--- config.mk ---
export PLATFORM = sky130hd
export DESIGN_NAME = stride_prefetch_table
export DESIGN_NICKNAME = d
export VERILOG_FILES = /design/src/rtl/spt_pkg.sv /design/src/rtl/spt_table.sv /design/src/rtl/spt_update.sv /design/src/rtl/spt_issue.sv /design/src/rtl/stride_prefetch_table.sv
export SDC_FILE = /design/constraint.sdc
export NUM_CORES = 2
export LEC_CHECK = 0
export BUFFER_PORTS_ARGS = -buffer_cell sky130_fd_sc_hd__clkbuf_2
export CAP_MARGIN = 20
export CELL_PAD_IN_SITES_DETAIL_PLACEMENT = 1
export CELL_PAD_IN_SITES_GLOBAL_PLACEMENT = 1
export CORE_ASPECT_RATIO = 1.75
export CORE_MARGIN = 2
export CORE_UTILIZATION = 25
export CTS_BUF_LIST = sky130_fd_sc_hd__clkbuf_2 sky130_fd_sc_hd__clkbuf_4 sky130_fd_sc_hd__clkbuf_8
export CTS_CLUSTER_SIZE = 14
export DETAILED_ROUTE_END_ITERATION = 8
export MAX_ROUTING_LAYER = met4
export PLACE_DENSITY_LB_ADDON = 0.1
export SLEW_MARGIN = 20
export SYNTH_ARGS = -nofsm -noshare
export SYNTH_HDL_FRONTEND = slang
export SYNTH_HIERARCHICAL = 1
export SYNTH_SLANG_ARGS = --single-unit
--- constraint.sdc ---
create_clock -name clk -period 4.5 [get_ports clk]
set_input_delay 0.675 -clock clk [delete_from_list [all_inputs] [get_ports clk]]
set_output_delay 0.675 -clock clk [all_outputs]
set_load 0.1 [all_outputs]
--- src/rtl/spt_pkg.sv ---
package spt_pkg;

    // Confidence of a table slot in its recorded stride.
    typedef enum logic [1:0] {
        CONF_INIT   = 2'd0,
        CONF_TRANS  = 2'd1,
        CONF_STEADY = 2'd2,
        CONF_NOPRED = 2'd3
    } conf_e;

    // Request port sequencer.
    typedef enum logic {
        ISS_IDLE = 1'b0,
        ISS_SEND = 1'b1
    } iss_e;

endpackage

--- src/rtl/spt_table.sv ---
module spt_table
    import spt_pkg::*;
#(
    parameter int ENTRIES = 16,
    parameter int TAG_W   = 26,
    parameter int ADDR_W  = 32,
    localparam int IDX_W  = $clog2(ENTRIES)
) (
    input  logic              clk,
    input  logic              rst_n,
    input  logic [IDX_W-1:0]  rd_idx,
    output logic              rd_valid,
    output logic [TAG_W-1:0]  rd_tag,
    output logic [ADDR_W-1:0] rd_prev,
    output logic [ADDR_W-1:0] rd_stride,
    output conf_e             rd_state,
    input  logic              wr_en,
    input  logic [IDX_W-1:0]  wr_idx,
    input  logic [TAG_W-1:0]  wr_tag,
    input  logic [ADDR_W-1:0] wr_prev,
    input  logic [ADDR_W-1:0] wr_stride,
    input  conf_e             wr_state
);

    logic              v_all   [ENTRIES];
    logic [TAG_W-1:0]  tag_all [ENTRIES];
    logic [ADDR_W-1:0] prv_all [ENTRIES];
    logic [ADDR_W-1:0] str_all [ENTRIES];
    conf_e             st_all  [ENTRIES];

    for (genvar e = 0; e < ENTRIES; e++) begin : g_slot
        logic              v_q;
        logic [TAG_W-1:0]  tag_q;
        logic [ADDR_W-1:0] prv_q;
        logic [ADDR_W-1:0] str_q;
        conf_e             st_q;
        logic              sel;

        assign sel = wr_en && (wr_idx == IDX_W'(e));

        always_ff @(posedge clk or negedge rst_n) begin
            if (!rst_n) begin
                v_q   <= 1'b0;
                tag_q <= '0;
                prv_q <= '0;
                str_q <= '0;
                st_q  <= CONF_INIT;
            end else if (sel) begin
                v_q   <= 1'b1;
                tag_q <= wr_tag;
                prv_q <= wr_prev;
                str_q <= wr_stride;
                st_q  <= wr_state;
            end
        end

        assign v_all[e]   = v_q;
        assign tag_all[e] = tag_q;
        assign prv_all[e] = prv_q;
        assign str_all[e] = str_q;
        assign st_all[e]  = st_q;
    end

    assign rd_valid  = v_all[rd_idx];
    assign rd_tag    = tag_all[rd_idx];
    assign rd_prev   = prv_all[rd_idx];
    assign rd_stride = str_all[rd_idx];
    assign rd_state  = st_all[rd_idx];

    // a slot written this cycle reads back as occupied in the next one.
    p_claim_r2: assert property (@(posedge clk) disable iff (!rst_n)
        (wr_en && rd_idx == wr_idx) |=> (rd_idx != $past(wr_idx)) || rd_valid)
        else $error("p_claim_r2");

endmodule

--- src/rtl/spt_update.sv ---
module spt_update
    import spt_pkg::*;
#(
    parameter int TAG_W  = 26,
    parameter int ADDR_W = 32
) (
    input  logic              ld_valid,
    input  logic [TAG_W-1:0]  ld_tag,
    input  logic [ADDR_W-1:0] ld_addr,
    input  logic              rd_valid,
    input  logic [TAG_W-1:0]  rd_tag,
    input  logic [ADDR_W-1:0] rd_prev,
    input  logic [ADDR_W-1:0] rd_stride,
    input  conf_e             rd_state,
    output logic              hit,
    output logic [ADDR_W-1:0] wr_stride,
    output conf_e             wr_state,
    output logic              launch
);

    logic [ADDR_W-1:0] obs_stride;
    logic              same_step;

    assign hit        = rd_valid && (rd_tag == ld_tag);
    assign obs_stride = ld_addr - rd_prev;
    assign same_step  = (obs_stride == rd_stride);

    // Confidence transition for the addressed slot.
    always_comb begin
        wr_state  = CONF_INIT;
        wr_stride = '0;
        if (hit) begin
            wr_stride = obs_stride;
            unique case (rd_state)
                CONF_INIT:   wr_state = same_step ? CONF_STEADY : CONF_TRANS;
                CONF_TRANS:  wr_state = same_step ? CONF_STEADY : CONF_NOPRED;
                CONF_STEADY: wr_state = same_step ? CONF_STEADY : CONF_INIT;
                CONF_NOPRED: wr_state = same_step ? CONF_TRANS  : CONF_NOPRED;
                default:     wr_state = CONF_INIT;
            endcase
        end
    end

    assign launch = ld_valid && hit && (wr_state == CONF_STEADY) && (obs_stride != '0);

endmodule

--- src/rtl/spt_issue.sv ---
module spt_issue
    import spt_pkg::*;
#(
    parameter int ADDR_W = 32,
    parameter int DEGREE = 4,
    localparam int CNT_W = $clog2(DEGREE + 1)
) (
    input  logic              clk,
    input  logic              rst_n,
    input  logic              launch,
    input  logic [ADDR_W-1:0] base_addr,
    input  logic [ADDR_W-1:0] step,
    output logic              pf_valid,
    input  logic              pf_ready,
    output logic [ADDR_W-1:0] pf_addr
);

    iss_e              st_q, st_d;
    logic [ADDR_W-1:0] nxt_q;
    logic [ADDR_W-1:0] step_q;
    logic [CNT_W-1:0]  left_q;
    logic              take;

    assign take = (st_q == ISS_SEND) && pf_ready;

    // State register.
    always_ff @(posedge clk or negedge rst_n) begin
        if (!rst_n) st_q <= ISS_IDLE;
        else        st_q <= st_d;
    end

    // Next state.
    always_comb begin
        st_d = st_q;
        unique case (st_q)
            ISS_IDLE: if (launch) st_d = ISS_SEND;
            ISS_SEND: begin
                if (launch)                              st_d = ISS_SEND;
                else if (take && left_q == CNT_W'(1))    st_d = ISS_IDLE;
            end
            default:  st_d = ISS_IDLE;
        endcase
    end

    // Burst address and remaining count.
    always_ff @(posedge clk or negedge rst_n) begin
        if (!rst_n) begin
            nxt_q  <= '0;
            step_q <= '0;
            left_q <= '0;
        end else if (launch) begin
            nxt_q  <= base_addr + step;
            step_q <= step;
            left_q <= CNT_W'(DEGREE);
        end else if (take) begin
            nxt_q  <= nxt_q + step_q;
            left_q <= left_q - CNT_W'(1);
        end
    end

    // Outputs.
    always_comb begin
        pf_valid = (st_q == ISS_SEND);
        pf_addr  = nxt_q;
    end

    p_hold_r7: assert property (@(posedge clk) disable iff (!rst_n)
        (pf_valid && !pf_ready && !launch) |=> (pf_valid && $stable(pf_addr)))
        else $error("p_hold_r7");

    p_drain_r10: assert property (@(posedge clk) disable iff (!rst_n)
        (pf_valid && pf_ready && !launch && left_q == CNT_W'(1)) |=> !pf_valid)
        else $error("p_drain_r10");

    p_advance_r6: assert property (@(posedge clk) disable iff (!rst_n)
        (pf_valid && pf_ready && !launch && left_q > CNT_W'(1))
            |=> (pf_valid && pf_addr == $past(pf_addr) + step_q))
        else $error("p_advance_r6");

endmodule

--- src/rtl/stride_prefetch_table.sv ---
module stride_prefetch_table
    import spt_pkg::*;
#(
    parameter int PC_W       = 32,
    parameter int ADDR_W     = 32,
    parameter int ENTRIES    = 16,
    parameter int ALIGN_BITS = 2,
    parameter int DEGREE     = 4,
    localparam int IDX_W     = $clog2(ENTRIES),
    localparam int TAG_LO    = ALIGN_BITS + IDX_W,
    localparam int TAG_W     = PC_W - TAG_LO
) (
    input  logic              clk,
    input  logic              rst_n,
    input  logic              ld_valid,
    input  logic [PC_W-1:0]   ld_pc,
    input  logic [ADDR_W-1:0] ld_addr,
    output logic              pf_valid,
    input  logic              pf_ready,
    output logic [ADDR_W-1:0] pf_addr
);

    logic [IDX_W-1:0]  slot;
    logic [TAG_W-1:0]  ltag;
    logic              rd_valid;
    logic [TAG_W-1:0]  rd_tag;
    logic [ADDR_W-1:0] rd_prev;
    logic [ADDR_W-1:0] rd_stride;
    conf_e             rd_state;
    logic              hit;
    logic [ADDR_W-1:0] wr_stride;
    conf_e             wr_state;
    logic              launch;

    assign slot = ld_pc[TAG_LO-1:ALIGN_BITS];
    assign ltag = ld_pc[PC_W-1:TAG_LO];

    spt_table #(.ENTRIES(ENTRIES), .TAG_W(TAG_W), .ADDR_W(ADDR_W)) u_table (
        .clk       (clk),
        .rst_n     (rst_n),
        .rd_idx    (slot),
        .rd_valid  (rd_valid),
        .rd_tag    (rd_tag),
        .rd_prev   (rd_prev),
        .rd_stride (rd_stride),
        .rd_state  (rd_state),
        .wr_en     (ld_valid),
        .wr_idx    (slot),
        .wr_tag    (ltag),
        .wr_prev   (ld_addr),
        .wr_stride (wr_stride),
        .wr_state  (wr_state)
    );

    spt_update #(.TAG_W(TAG_W), .ADDR_W(ADDR_W)) u_update (
        .ld_valid  (ld_valid),
        .ld_tag    (ltag),
        .ld_addr   (ld_addr),
        .rd_valid  (rd_valid),
        .rd_tag    (rd_tag),
        .rd_prev   (rd_prev),
        .rd_stride (rd_stride),
        .rd_state  (rd_state),
        .hit       (hit),
        .wr_stride (wr_stride),
        .wr_state  (wr_state),
        .launch    (launch)
    );

    spt_issue #(.ADDR_W(ADDR_W), .DEGREE(DEGREE)) u_issue (
        .clk       (clk),
        .rst_n     (rst_n),
        .launch    (launch),
        .base_addr (ld_addr),
        .step      (wr_stride),
        .pf_valid  (pf_valid),
        .pf_ready  (pf_ready),
        .pf_addr   (pf_addr)
    );

    p_launch_r6: assert property (@(posedge clk) disable iff (!rst_n)
        launch |=> (pf_valid && pf_addr == $past(ld_addr) + $past(wr_stride)))
        else $error("p_launch_r6");

    p_miss_quiet_r5: assert property (@(posedge clk) disable iff (!rst_n)
        (ld_valid && !hit) |-> !launch)
        else $error("p_miss_quiet_r5");

    p_zero_step_r5: assert property (@(posedge clk) disable iff (!rst_n)
        (ld_valid && hit && ld_addr == rd_prev) |-> !launch)
        else $error("p_zero_step_r5");

endmodule

==> impl_metrics.tcl <==
set metrics [dict create \
    path_delay_family "buffers and inverters" \
    synth_cells 5218 \
    floorplan.die.height_um 731 \
    dpl-instance-area_um2 85900 \
    first_pass_iters 4 \
    startpoint "ld_pc[2]" \
    syn-num-nets 5385 \
    critical_path_class "input pin to register" \
    cap_violations 0 \
    grt_pass1_vias 55510 \
    place_hpwl_mm 191 \
    timing.rr.start "u_table/g_slot[3].prv_q[8]" \
    r2r_cells 23 \
    slew_violations 0 \
    hold_ws_ns 0.134 \
    place_ws_ns -3.01 \
    p_sw_share_pct 28.3 \
    gp_congestion 0.829 \
    min_period_ns 5.35 \
    whs_path_depth 2 \
    yosysMostFrequentCell "dfrtp_1" \
    crit_top_cell "buf_12" \
    initial_core_util_pct 25.1 \
    final_cells 10235 \
    grtUsageTotal_pct 19.4 \
    drt-initial-drc-count 1884 \
    power_frac_seq_pct 43.8 \
    fmax_mhz 187 \
    power_mw 38.7 \
    synthTopCellsByCount "dfrtp_1, mux2_2, mux4_2" \
    drc 0 \
    setup_violations 100 \
    synth_top_area_share_pct 51.6 \
    postSynth.asyncResetShare_pct 100 \
    io-pin-count 101 \
    power.switching_mw 10.9 \
    final_area_um2 95100 \
    grt_antenna_before_repair 21 \
    core.rowCount 267 \
    cpPeakStageDelay_ns 0.51 \
    cts_root_buffer "clkbuf_8" \
    io_buffers 98 \
    htree_levels 5 \
    wirelength_mm 290 \
    clock_sinks 1556 \
    crit_arrival_ns 6.19 \
    r2r_slack_ns -0.82 \
    hold_violations 0 \
    grt_overflow_total 0 \
    yosysTopAreaCell "dfrtp_1" \
    multi_input_area_um2 36500 \
    slowest_stage "mux4_2" \
    period_share_pct 119 \
    avgSynthCellArea_um2 14.5 \
    nNetsFinal 6177 \
    clkTransAtPathRegs_ns 0.06 \
    grt_use_met3_pct 2.11 \
    fin_ws_ns -0.846 \
    hold_start "ld_pc[10]" \
    fillCellCount 31703 \
    met2_usage_pct 35.5 \
    cts_made_buffers 271 \
    slew_headroom_pct 28.2 \
    busiest_layer "met2" \
    synthesis.area_um2 75500 \
    syn2layout_area_growth_pct 25.9 \
    post_drt_wl_per_cell_um 28.3 \
    drive_gt1_share_pct 58.2 \
    violations "setup timing" \
    worstMarginPinSlew_ns 1.08 \
    grt_setup_unrepaired "true" \
    insertion_delay_ns 0.98 \
    vias_per_cell 4.78 \
    antenna_left 0 \
    synth.top_cells.by_area "dfrtp_1, mux2_2, mux4_2" \
    p_int_mw 27.8 \
    clk_path_buf_depth 4 \
    crit_buf_inv 12 \
    end_kind "register" \
    peakVddDrop_v 0.000217 \
    synthFlopType "dfrtp_1" \
    core-area_um2 301000 \
    leakagePower_nw 42.3 \
    register_area_um2 38900 \
    grt_pass1_wl_mm 419 \
    yosysSeqAreaShare_pct 51.6 \
    cp-start-kind "input pin" \
    synth_edf_count 0 \
    cp.required_ns 5.34 \
    combPwrFrac_pct 21.1 \
    status "complete, but fails checks" \
    place_inst 9632 \
    powerDensity_nw_per_um2 407 \
    worst-path-stages 29 \
    grt_max_degree 133 \
    yosysUniqueCellTypes 98 \
    synth_seq_cells 1556 \
    cts_tree "yes" \
    clkPwrFrac_pct 35.1 \
    vias 48890 \
    die_w_um 419 \
    ys_warn_count 6 \
    met1_usage_pct 22.2 \
    cp_max_fo 12 \
    die_area_um2 307000 \
    hold_class "input pin to register" \
    skew_ns 0.105 \
]
cell usage in the layout (no fill, tap or decap), drive strengths merged, types with 19 or more instances in the layout:
| cell type | Yosys | layout |
|---|---|---|
| a21oi | 115 | 115 |
| nor2 | 106 | 106 |
| clkinv | 1 | 19 |
| mux2 | 1505 | 1505 |
| o21bai | 19 | 19 |
| a211oi | 32 | 32 |
| nand4 | 34 | 34 |
| nand3 | 32 | 32 |
| buf | 240 | 851 |
| a22oi | 189 | 189 |
| nand2 | 177 | 177 |
| inv | 52 | 56 |
| diode | 0 | 19 |
| xor2 | 58 | 58 |
| a21o | 43 | 43 |
| nor3 | 23 | 23 |
| xnor2 | 85 | 85 |
| clkbuf | 196 | 514 |
| o21ai | 64 | 64 |
| mux4 | 372 | 372 |
| ha | 96 | 96 |
| dfrtp | 1556 | 1556 |
what timing repair did:
item / CTS / global route
setup buffers: 76 / 57
hold buffers: 3 / 0
gates resized for setup: 322 / 140
endpoints found under the setup margin: 373 / 190
hold endpoints to repair: 69 / 0
cloned: 11 / 5
pin swaps: 89 / 81
cells by family after synthesis:
group / share of synthesized area (%)
and+or+nand+nor: 3.19
muxes: 33.7
adders and majority gates: 1.67
AOI/OAI and AO/OA: 5.18
buffers and inverters: 2.93
DFF: 51.6
xor gates and xnor gates: 1.76
worst reg2reg max path: cells and delay by family (launching register included):
kind,cells,cell delay (ns)
AOI/OAI and AO/OA,7,1.78
and+or+nand+nor,7,1.23
buffers and inverters,6,0.84
muxes,1,0.49
DFF,1,0.37
adders and majority gates,1,0.24
xor gates and xnor gates,1,0.24
state kept, by name (all words and copies together) (netlist names):
| signal | count |
|---|---|
| u_table/g_slot.prv_q | 512 |
| u_table/g_slot.str_q | 512 |
| u_table/g_slot.tag_q | 416 |
| u_issue/pf_addr | 32 |
| u_issue/step_q | 32 |
| u_table/g_slot.st_q | 32 |
| u_table/g_slot.v_q | 16 |
| u_issue/left_q | 3 |
| u_issue/pf_valid | 1 |
per-layer routing:
layer	up-vias	routed length, um	part of all wire [%]
met4	0	8400	2.9
met5	-	0	0
met3	408	6910	2.4
met2	667	157000	54
li1	21043	-	-
met1	26772	117000	40
layout make-up:
class                      instances  share of cell area, %
sequential                      1556                   41.0
multi-input combinational       3173                   38.4
timing repair buffer             955                   9.38
clock buffer                     414                   5.43
tap                             4035                   5.31
clock inverter                    30                  0.242
inverter                          53                  0.222
antenna                           19                 0.0500
through the flow:
step / TNS, ns / util, %
after floorplan: -59.27 / -
after global placement: -829.03 / 28.5
after detailed placement: -808.93 / 28.5
after CTS: -65.85 / 31.1
after global routing: -76.43 / 31.5
final: -57.96 / 31.6
path summary, 6_finish.rpt:
kind	end
worst max register to register	u_issue/pf_addr[26]
worst max-delay path	u_issue/pf_addr[26]
worst min register to register	u_table/g_slot[14].v_q
min in group asynchronous	u_table/g_slot[0].tag_q[16]
worst min-delay path	u_table/g_slot[9].tag_q[4]
max in group asynchronous	u_table/g_slot[3].str_q[12]
power by group through the flow:
| stage | logic [mW] | registers (mW) | clock network [mW] |
|---|---|---|---|
| finish | 8.18 | 16.9 | 13.6 |
| global route | 8.77 | 17.2 | 14.7 |
| CTS | 8.06 | 17.0 | 14.3 |
| detailed placement | 7.59 | 17.2 | 0 |
| global placement | 7.49 | 17.1 | 0 |
| floorplan | 4.52 | 16.8 | 0 |
No activity file was read; power rests on OpenSTA's default activity.
